==> src/rtl/acc_alu_pkg.sv <==
package acc_alu_pkg;
  localparam int ACC_W   = 8;
  localparam int NIB_W   = ACC_W / 2;
  localparam int OP_W    = 3;
  localparam int DIG_MAX = 9;

  typedef logic [ACC_W-1:0] acc_t;

  localparam acc_t LO_ADJ  = acc_t'(6);
  localparam acc_t HI_ADJ  = acc_t'(6) << NIB_W;
  localparam acc_t BCD_TOP = (acc_t'(DIG_MAX) << NIB_W) | acc_t'(DIG_MAX);

  typedef enum logic [OP_W-1:0] {
    OP_INC  = 3'd0,
    OP_DEC  = 3'd1,
    OP_DCOR = 3'd2,
    OP_RRC  = 3'd3,
    OP_RLC  = 3'd4,
    OP_SWAP = 3'd5,
    OP_SETC = 3'd6,
    OP_CLRC = 3'd7
  } acc_op_e;

  typedef struct packed {
    acc_t acc;
    logic c;
    logic hc;
  } alu_res_t;

  // low digit correction needed
  function automatic logic f_lo_fix(acc_t a, logic hc, logic sub);
    if (sub) return hc;
    return hc | (a[NIB_W-1:0] > NIB_W'(DIG_MAX));
  endfunction

  // high digit correction needed
  function automatic logic f_hi_fix(acc_t a, logic c, logic sub);
    if (sub) return c;
    return c | (a > BCD_TOP);
  endfunction

  function automatic alu_res_t f_dcor(acc_t a, logic c, logic hc, logic sub);
    acc_t adj;
    logic hi;
    hi  = f_hi_fix(a, c, sub);
    adj = (f_lo_fix(a, hc, sub) ? LO_ADJ : '0) | (hi ? HI_ADJ : '0);
    if (sub) return '{acc: a - adj, c: c, hc: hc};
    return '{acc: a + adj, c: c | hi, hc: hc};
  endfunction

  function automatic alu_res_t f_rrc(acc_t a, logic c, logic hc);
    return '{acc: {c, a[ACC_W-1:1]}, c: a[0], hc: hc};
  endfunction

  function automatic alu_res_t f_rlc(acc_t a, logic c);
    return '{acc: {a[ACC_W-2:0], c}, c: a[ACC_W-1], hc: a[0]};
  endfunction

  function automatic acc_t f_swap(acc_t a);
    return {a[NIB_W-1:0], a[ACC_W-1:NIB_W]};
  endfunction
endpackage

==> src/rtl/acc_alu_datapath.sv <==
module acc_alu_datapath
  import acc_alu_pkg::*;
(
  input  acc_op_e  op,
  input  acc_t     cur_acc,
  input  logic     cur_c,
  input  logic     cur_hc,
  input  logic     cur_sub,
  output alu_res_t nxt,
  output logic     lo_fix,
  output logic     hi_fix
);
  assign lo_fix = f_lo_fix(cur_acc, cur_hc, cur_sub);
  assign hi_fix = f_hi_fix(cur_acc, cur_c, cur_sub);

  always_comb begin
    nxt = '{acc: cur_acc, c: cur_c, hc: cur_hc};
    unique case (op)
      OP_INC:  nxt.acc = cur_acc + acc_t'(1);
      OP_DEC:  nxt.acc = cur_acc - acc_t'(1);
      OP_DCOR: nxt = f_dcor(cur_acc, cur_c, cur_hc, cur_sub);
      OP_RRC:  nxt = f_rrc(cur_acc, cur_c, cur_hc);
      OP_RLC:  nxt = f_rlc(cur_acc, cur_c);
      OP_SWAP: nxt.acc = f_swap(cur_acc);
      OP_SETC: begin nxt.c = 1'b1; nxt.hc = 1'b1; end
      OP_CLRC: begin nxt.c = 1'b0; nxt.hc = 1'b0; end
      default: nxt = '{acc: cur_acc, c: cur_c, hc: cur_hc};
    endcase
  end
endmodule

==> src/rtl/acc_alu_regs.sv <==
module acc_alu_regs
  import acc_alu_pkg::*;
(
  input  logic     clk,
  input  logic     rst,
  input  logic     ld_en,
  input  alu_res_t ld_val,
  input  logic     ld_sub,
  input  logic     exec_en,
  input  alu_res_t nxt,
  output alu_res_t state,
  output logic     mode_sub
);
  always_ff @(posedge clk) begin
    if (rst) begin
      state    <= '0;
      mode_sub <= 1'b0;
    end else if (ld_en) begin
      state    <= ld_val;
      mode_sub <= ld_sub;
    end else if (exec_en) begin
      state    <= nxt;
    end
  end
endmodule

==> src/rtl/acc_unary_alu.sv <==
module acc_unary_alu
  import acc_alu_pkg::*;
(
  input  logic             clk,
  input  logic             rst,
  input  logic             ld_en,
  input  logic [ACC_W-1:0] ld_acc,
  input  logic             ld_c,
  input  logic             ld_hc,
  input  logic             ld_sub,
  input  logic             exec_en,
  input  logic [OP_W-1:0]  op_sel,
  output logic [ACC_W-1:0] acc,
  output logic             c_flag,
  output logic             hc_flag
);
  alu_res_t state;
  alu_res_t nxt;
  alu_res_t ld_val;
  logic     mode_sub;
  logic     lo_fix;
  logic     hi_fix;

  assign ld_val = '{acc: ld_acc, c: ld_c, hc: ld_hc};

  acc_alu_datapath u_dp (
    .op      (acc_op_e'(op_sel)),
    .cur_acc (state.acc),
    .cur_c   (state.c),
    .cur_hc  (state.hc),
    .cur_sub (mode_sub),
    .nxt     (nxt),
    .lo_fix  (lo_fix),
    .hi_fix  (hi_fix)
  );

  acc_alu_regs u_regs (
    .clk      (clk),
    .rst      (rst),
    .ld_en    (ld_en),
    .ld_val   (ld_val),
    .ld_sub   (ld_sub),
    .exec_en  (exec_en),
    .nxt      (nxt),
    .state    (state),
    .mode_sub (mode_sub)
  );

  assign acc     = state.acc;
  assign c_flag  = state.c;
  assign hc_flag = state.hc;
endmodule

==> config.mk <==
export PLATFORM = sky130hd
export DESIGN_NAME = acc_unary_alu
export DESIGN_NICKNAME = d
export VERILOG_FILES = /design/src/rtl/acc_alu_pkg.sv /design/src/rtl/acc_alu_datapath.sv /design/src/rtl/acc_alu_regs.sv /design/src/rtl/acc_unary_alu.sv
export SDC_FILE = /design/constraint.sdc
export NUM_CORES = 1
export LEC_CHECK = 0
export ABC_AREA = 1
export BUFFER_PORTS_ARGS = -buffer_cell sky130_fd_sc_hd__clkbuf_2
export CAP_MARGIN = 20
export CORE_MARGIN = 1.5
export CORE_UTILIZATION = 40
export DETAILED_ROUTE_END_ITERATION = 6
export PLACE_DENSITY = 0.67
export SLEW_MARGIN = 20
export SYNTH_ARGS = -nofsm -noshare
export SYNTH_HDL_FRONTEND = slang
export SYNTH_HIERARCHICAL = 1
export SYNTH_SLANG_ARGS = --single-unit
==> constraint.sdc <==
create_clock -name clk -period 2.8 [get_ports clk]
set_input_delay 0.56 -clock clk [delete_from_list [all_inputs] [get_ports clk]]
set_output_delay 0.56 -clock clk [all_outputs]
set_load 0.005 [all_outputs]
* After elaboration in Yosys (flattened, before gate mapping) *
Cells that the tools add are included.

cells by class
  bitwise logic cells = 4
  magnitude comparators = 2
  eq/ne operators = 11
  multiplexer cells = 16
  reductions and logical operators = 8
  add/sub/neg operators = 4

operators by type and width
  operator                                                                 count
  8-bit one-hot mux with 6 select lines                                    1
  10-bit two-way mux                                                       4
  3-bit == test, second input constant                                     4
  2-bit one-hot mux with 5 select lines                                    1
  8-bit by 1-bit adder with 8-bit output, second input constant            1
  8-bit adder                                                              1
  8-bit greater-than comparator, second input constant                     1
  1-bit two-way mux                                                        8
  8-bit OR                                                                 1
  8-bit by 1-bit subtractor with 8-bit output, second input constant       1
  8-bit subtractor                                                         1
  7-bit two-way mux                                                        1
  7-bit nonzero test                                                       1
  3-bit by 2-bit == test with 1-bit output, second input constant          2
  6-bit nonzero test                                                       1
  5-bit AND reduction                                                      1
  5-bit nonzero test                                                       1
  4-bit greater-than comparator, second input constant                     1
  4-bit inequality test, second input constant                             1
  3-bit by 1-bit == test with 1-bit output, second input constant          1
  3-bit logical NOT                                                        1
  3-bit two-way mux                                                        1
  3-bit by 2-bit inequality test with 1-bit output, second input constant  1
  3-bit inequality test, second input constant                             1
  5 further kinds                                                          7

storage, ports and cells
  output and inout port bits = 10
  register bits after elaboration = 11
  logic and storage cells = 49

* Longest topological paths before layout *
Gate-level depths: netlist (run 1).

  depth in word-level cells = 12
  mapped depth = 23
  mapped depth without buffers = 23

* Hierarchy *
Netlist (run 1), hierarchy kept.

by module, submodules not included
  module            instances  area an instance (um2)  cells an instance
  acc_alu_datapath  1          855.8                   167
  acc_alu_regs      1          516.7                   81

* Least setup slack after synthesis (run 1) *
No wires, ideal clock.

  path type = input-to-reg
  start = input port op_sel[2]
  end = register, netlist name u_regs/state[6]
  arrival = 2433 ps
  buffers on the path = 0
  stages = 19
  slack = 258 ps
  cells stage by stage = nor2_1 > nand2_1 > inv_1 > nand2_1 > nand2_1 > inv_1 > o21ai_0 > ha_1 > a21oi_1 > nand2_1 > or2_2 > nand3_1 > o21ai_0 > nor2_1 > nand2_1 > nand3_1 > nand3_1 > nand2_1 > inv_1

RTL lines
  element      RTL line             RTL
  from (decl)  acc_unary_alu.sv:12  input logic [OP_W-1:0] op_sel,

==> results of run 1 <==
cell type report:
type | count | share of cell area
tap | 46 | 0.0319
clock buffer | 3 | 0.0125
inverter | 46 | 0.0956
multi-input combinational | 187 | 0.571
timing repair buffer | 48 | 0.162
clock inverter | 1 | 0.00277
sequential | 11 | 0.124
critical path, delay by kind of cell, from the launching register on:
family | cells | cell delay, ps
flip-flops | 1 | 330
adder cells (fa/ha/maj) | 2 | 520
AND/OR/NAND/NOR | 15 | 1100
AO/OA/AOI/OAI | 3 | 370
buffers and inverters | 4 | 300
final timing paths:
| kind | slack (ps) | end |
|---|---|---|
| setup / recovery | 140 | u_regs/state[9] |
| setup reg to reg | 140 | u_regs/state[9] |
| hold reg to reg | 580 | u_regs/state[1] |
| hold / removal | 520 | u_regs/mode_sub |
cells by family (layout without fill, tap and decap cells):
| kind of cell | Yosys count | count (layout) | synth area share |
|---|---|---|---|
| adder cells (fa/ha/maj) | 10 | 10 | 0.0966 |
| flip-flops | 11 | 11 | 0.160 |
| buffers and inverters | 50 | 98 | 0.140 |
| AND/OR/NAND/NOR | 144 | 144 | 0.469 |
| AO/OA/AOI/OAI | 33 | 33 | 0.134 |
registers in the layout, indices dropped and copies added (netlist names):
name and flops:
u_regs/state 10, u_regs/mode_sub 1
layer usage:
| layer | vias to the layer above | GRT usage | wire length (um) |
|---|---|---|---|
| li1 | 902 | - | - |
| met1 | 749 | 0.314 | 1820 |
| met2 | 48 | 0.332 | 1850 |
| met3 | 4 | 0.00630 | 154 |
| met4 | 0 | 0.0881 | 40 |
| met5 | - | 0 | 0 |
power by group:
group / leakage [nW] / total, mW / internal [mW] / switching (mW)
registers: 0.0920 / 0.176 / 0.168 / 0.00807
clock network: 0.0177 / 0.109 / 0.0528 / 0.0564
logic: 0.916 / 0.265 / 0.114 / 0.151
total: 1.03 / 0.550 / 0.334 / 0.215
per-stage QoR:
step | total power, mW | std cells | util | area (um^2)
6_report | 0.550 | 342 | 0.546 | 1810
3_3_place_gp | 0.413 | 334 | 0.505 | 1670
2_1_floorplan | 0.332 | 248 | - | 1370
3_5_place_dp | 0.413 | 334 | 0.505 | 1670
4_1_cts | 0.526 | 338 | 0.514 | 1700
5_1_grt | 0.600 | 342 | 0.546 | 1810
timing repair:
item	4_1_cts	5_1_grt
setup endpoints to repair	1	4
buffers inserted	0	4
endpoints found under the hold margin	0	0
gates resized for setup	1	21
hold buffers	0	0
pin swaps	0	14
cells in the final DEF (no fill, tap or decap), types with 6 or more instances in the layout:
| cell | instances |
|---|---|
| dfxtp_1 | 8 |
| nor2_1 | 13 |
| nand3_1 | 32 |
| clkbuf_2 | 27 |
| o21ai_0 | 9 |
| ha_1 | 6 |
| inv_1 | 41 |
| nand2_1 | 78 |
| buf_4 | 21 |
| o22ai_1 | 10 |
| a21oi_1 | 6 |
==> flow_metrics.env, run 1 <==
export IMPL_worst_hold_slack_ps=520
export IMPL_leakagePower_nw=1.03
export IMPL_antenna_found_initial=0
export IMPL_route_detailed_drc=0
export IMPL_layout_nets=325
export IMPL_critPathLaunch="u_regs/state[3]"
export IMPL_drive_gt1_frac=0.264
export IMPL_fmax_ghz=0.376
export IMPL_power_density_mw_per_mm2=304
export IMPL_syn_inst=248
export IMPL_cts_sinks=11
export IMPL_num_fill_cells=359
export IMPL_core_mm2=0.00331
export IMPL_setup_slack_ps=141
export IMPL_yosysUniqueCellTypes=24
export IMPL_seq_area_um2=224
export IMPL_whs_path_depth=3
export IMPL_skew_ps=6.71
export IMPL_cpMaxStageDelayCell="dfxtp_2"
export IMPL_hp_class="in2reg"
export IMPL_dp_hpwl_mm=3.07
export IMPL_die_height_um=61.6
export IMPL_period_share=0.950
export IMPL_grt_max_degree=14
export IMPL_portBuffers=27
export IMPL_maxCapViolations=0
export IMPL_drt_wirelength_per_cell_um=11.3
export IMPL_ys_ff_latch=11
export IMPL_yosys_warnings=6
export IMPL_crit_chain="o21ai_1 -> buf_4 -> o211ai_1 -> nand2_1 -> nand2_1 -> inv_2 -> ha_4 -> nand2_1 -> nand2_1 -> nand2_1 -> nand2_2 -> ha_4 -> nand2_2 -> nor2_1 -> nand3_1 -> nand2_1 -> inv_1 -> nand2_1 -> nand3_2 -> a21oi_2 -> nand3_1 -> nand3_1 -> nand2_1 -> inv_1"
export IMPL_clock_tree_root_cell="clkbuf_4"
export IMPL_grt_pass1_vias=1385
export IMPL_synth_most_common_cell="nand2_1"
export IMPL_antenna_cells=0
export IMPL_dp_slack_ps=-128
export IMPL_vias_per_cell=4.98
export IMPL_area_growth_syn_to_layout_pct=31.6
export IMPL_wl_mm=3.86
export IMPL_grt_pass1_wl_mm=6.20
export IMPL_synth_cell_area_mm2=0.00137
export IMPL_slowest_delay_ps=330
export IMPL_irDropWorstVdd_uv=244
export IMPL_synth_area_leader_cell="nand2_1"
export IMPL_period_needed_ps=2660
export IMPL_die_x_um=61.6
export IMPL_rows=21
export IMPL_outcome="finished clean"
export IMPL_tns_ps=0
export IMPL_async_flop_share=0
export IMPL_grt_util_all_layers=0.215
export IMPL_io_pins=28
export IMPL_multi_input_area_mm2=0.00103
export IMPL_hold_start="ld_sub"
export IMPL_critPathKind="reg2reg"
export IMPL_first_iter_violations=102
export IMPL_synth_top_area_share=0.222
export IMPL_overflow=0
export IMPL_slew_headroom=0.723
export IMPL_crit_arrival_ps=2880
export IMPL_syn_nets=276
export IMPL_synth_edff_count=0
export IMPL_synthTopCellsByArea="nand2_1 (22%), dfxtp_1 (16%), inv_1 (12%)"
export IMPL_start_util=0.415
export IMPL_h_tree_depth=1
export IMPL_syn_avg_cell_area_um2=5.53
export IMPL_required_ps=3020
export IMPL_synth_common_cells="nand2_1 (81), inv_1 (44), nand3_1 (33), nor2_1 (13), o21ai_0 (13)"
export IMPL_tritoncts="yes"
export IMPL_drt_first_pass_iters=5
export IMPL_path_clk_slew_ps=80
export IMPL_slew_violations=0
export IMPL_crit_top_cell="nand2_1"
export IMPL_cts_inserted_buffers=3
export IMPL_place_congestion=0.904
export IMPL_yosysSeqAreaShare=0.160
export IMPL_r2r_cells=24
export IMPL_hold_viol=0
export IMPL_path_max_fanout=5
export IMPL_finalSetupViolations=0
export IMPL_endpoint_kind="flop"
export IMPL_antenna_left=0
export IMPL_dieArea_mm2=0.00379
export IMPL_clk_latency_ps=270
export IMPL_clockBufferDepth=2
export IMPL_r2r_start="u_regs/state[3]"
export IMPL_yosys_most_used_dff="dfxtp_1"
export IMPL_cp_start_kind="flop"
export IMPL_max_slew_worst_pin_slew_ps=416
export IMPL_vias=1703
Note: power is estimated with default switching activity, not from simulation.
==> run 2, diff against run 1 <==
Settings changed: CORE_UTILIZATION 40 to 48, PLACE_DENSITY 0.67 to 0.77.
==> run 2 against run 1 <==
Against the previous run: worst hold slack lost 5.9 ps; clock-buffer cell count stayed put; power fell by 0.34%; sequential share of layout area up 0.21 points; utilization rose by 10 points; register-to-register slack barely moved.
==> flow_metrics.env, run 2 (synthesized netlist as in run 1, its figures left out) <==
export IMPL_outcome="finished clean"
export IMPL_path_max_fanout=4
export IMPL_skew_ps=4.26
export IMPL_reg_top3="u_regs/state (10), u_regs/mode_sub (1)"
export IMPL_fmax_ghz=0.377
export IMPL_antenna_left=0
export IMPL_finalSetupViolations=0
export IMPL_wl_mm=3.71
export IMPL_required_ps=3020
export IMPL_vias=1698
export IMPL_clockBufferDepth=2
export IMPL_setup_slack_ps=144
export IMPL_period_share=0.948
export IMPL_clk_latency_ps=270
export IMPL_place_congestion=0.860
export IMPL_drive_gt1_frac=0.260
export IMPL_dp_slack_ps=-9.61
export IMPL_regMostFlops="u_regs/state"
export IMPL_cp_start_kind="flop"
export IMPL_most_common_layout_cells="nand2_1 (77), inv_1 (43), nand3_1 (32)"
export IMPL_cts_sinks=11
export IMPL_area_growth_syn_to_layout_pct=29.4
export IMPL_power_density_mw_per_mm2=308
export IMPL_place_inst=320
export IMPL_grt_pass1_vias=1528
export IMPL_die_x_um=56.5
export IMPL_core_mm2=0.00273
export IMPL_grt_pass1_wl_mm=6.38
export IMPL_antenna_found_initial=0
export IMPL_rsz0062_at_grt="yes"
export IMPL_rows=19
export IMPL_total_power_mw=0.548
export IMPL_tns_ps=0
export IMPL_slew_headroom=0.729
export IMPL_final_common_cell="nand2_1"
export IMPL_path_clk_slew_ps=70
export IMPL_crit_arrival_ps=2880
export IMPL_layout_nets=325
export IMPL_tritoncts="yes"
export IMPL_overflow=0
export IMPL_first_iter_violations=62
export IMPL_multi_input_area_mm2=0.00102
export IMPL_slew_violations=0
export IMPL_irDropWorstVdd_uv=300
export IMPL_leakagePower_nw=1.03
export IMPL_vias_per_cell=5.19
export IMPL_maxCapViolations=0
export IMPL_largest_reg_flops=10
export IMPL_grt_max_degree=14
export IMPL_route_detailed_drc=0
export IMPL_hold_viol=0
export IMPL_final_cells=327
export IMPL_clock_tree_root_cell="clkbuf_4"
export IMPL_seq_area_um2=224
export IMPL_cts_inserted_buffers=3
export IMPL_start_util=0.502
export IMPL_postCtsHoldBufs=0
export IMPL_dp_hpwl_mm=2.99
export IMPL_portBuffers=27
export IMPL_period_needed_ps=2660
export IMPL_num_fill_cells=280
export IMPL_die_height_um=56.5
export IMPL_io_pins=28
export IMPL_drt_first_pass_iters=4
export IMPL_grt_util_all_layers=0.244
export IMPL_antenna_cells=0
export IMPL_h_tree_depth=1
export IMPL_drt_wirelength_per_cell_um=11.3
export IMPL_critPathKind="reg2reg"
export IMPL_dieArea_mm2=0.00319
export IMPL_hp_class="in2reg"
export IMPL_endpoint_kind="flop"
export IMPL_max_slew_worst_pin_slew_ps=406
==> run 2: cell count changes in the layout (fill, tap and decap cells not counted), moves of 2 or more <==
cell and change:
ha_4 -2, inv_2 -2, ha_1 +2, inv_1 +2
==> run 2: worst max-delay path: stages, from the launching register on <==
cell and delay (ps):
dfxtp_2 350, o21ai_4 70, o211ai_1 210, nand2_1 100, nand2_2 70, inv_2 40, ha_1 280, nand2_1 70
nand2_1 40, nand2_1 70, nand2_2 80, ha_4 300, nand2_4 50, nor2_2 90, nand3_1 80, nand2_2 70
inv_1 40, nand2_1 60, nand3_2 80, a21oi_2 150, nand3_1 90, nand3_1 100, nand2_1 60, inv_1 50
==> run 2: layout make-up <==
class	instances	share of cell area
Clock buffer	3	0.0127
Clock inverter	1	0.00282
Inverter	46	0.0972
Multi-Input combinational cell	187	0.575
Sequential cell	11	0.126
Tap cell	31	0.0218
Timing Repair Buffer	48	0.165
==> run 2: stage by stage <==
| stage | hold WS [ps] | instance area, um^2 | utilization |
|---|---|---|---|
| 4_1_cts | 509 | 1700 | 0.622 |
| 2_1_floorplan | 553 | 1370 | - |
| 3_5_place_dp | 571 | 1660 | 0.608 |
| 6_report | 514 | 1780 | 0.650 |
| 5_1_grt | 544 | 1780 | 0.650 |
| 3_3_place_gp | 570 | 1660 | 0.608 |
==> run 2: final timing paths <==
| check | end | startpoint | depth (start not counted) | slack [ps] |
|---|---|---|---|---|
| max | u_regs/state[9] | u_regs/state[3] | 23 | 140 |
| max reg2reg | u_regs/state[9] | u_regs/state[3] | 23 | 140 |
| min reg2reg | u_regs/state[1] | u_regs/state[1] | 4 | 580 |
| min | u_regs/mode_sub | ld_sub | 3 | 510 |
==> run 2: what timing repair did <==
item,in CTS,in global routing
endpoints found under the setup margin,1,4
gates resized for setup,2,20
pin swaps,0,15
setup buffers,0,3
==> run 2: per-layer routing <==
layer,GRT usage,routed length (um)
met1,0.338,1680
met2,0.409,1780
met3,0.00922,216
met4,0.0748,26
met5,0,0
==> run 2: power breakdown <==
group	leakage, nW	switching, mW	internal [mW]	total [mW]
clock network	0.0177	0.0556	0.0529	0.108
registers	0.0920	0.00973	0.168	0.178
logic	0.925	0.148	0.113	0.262
total	1.03	0.214	0.334	0.548
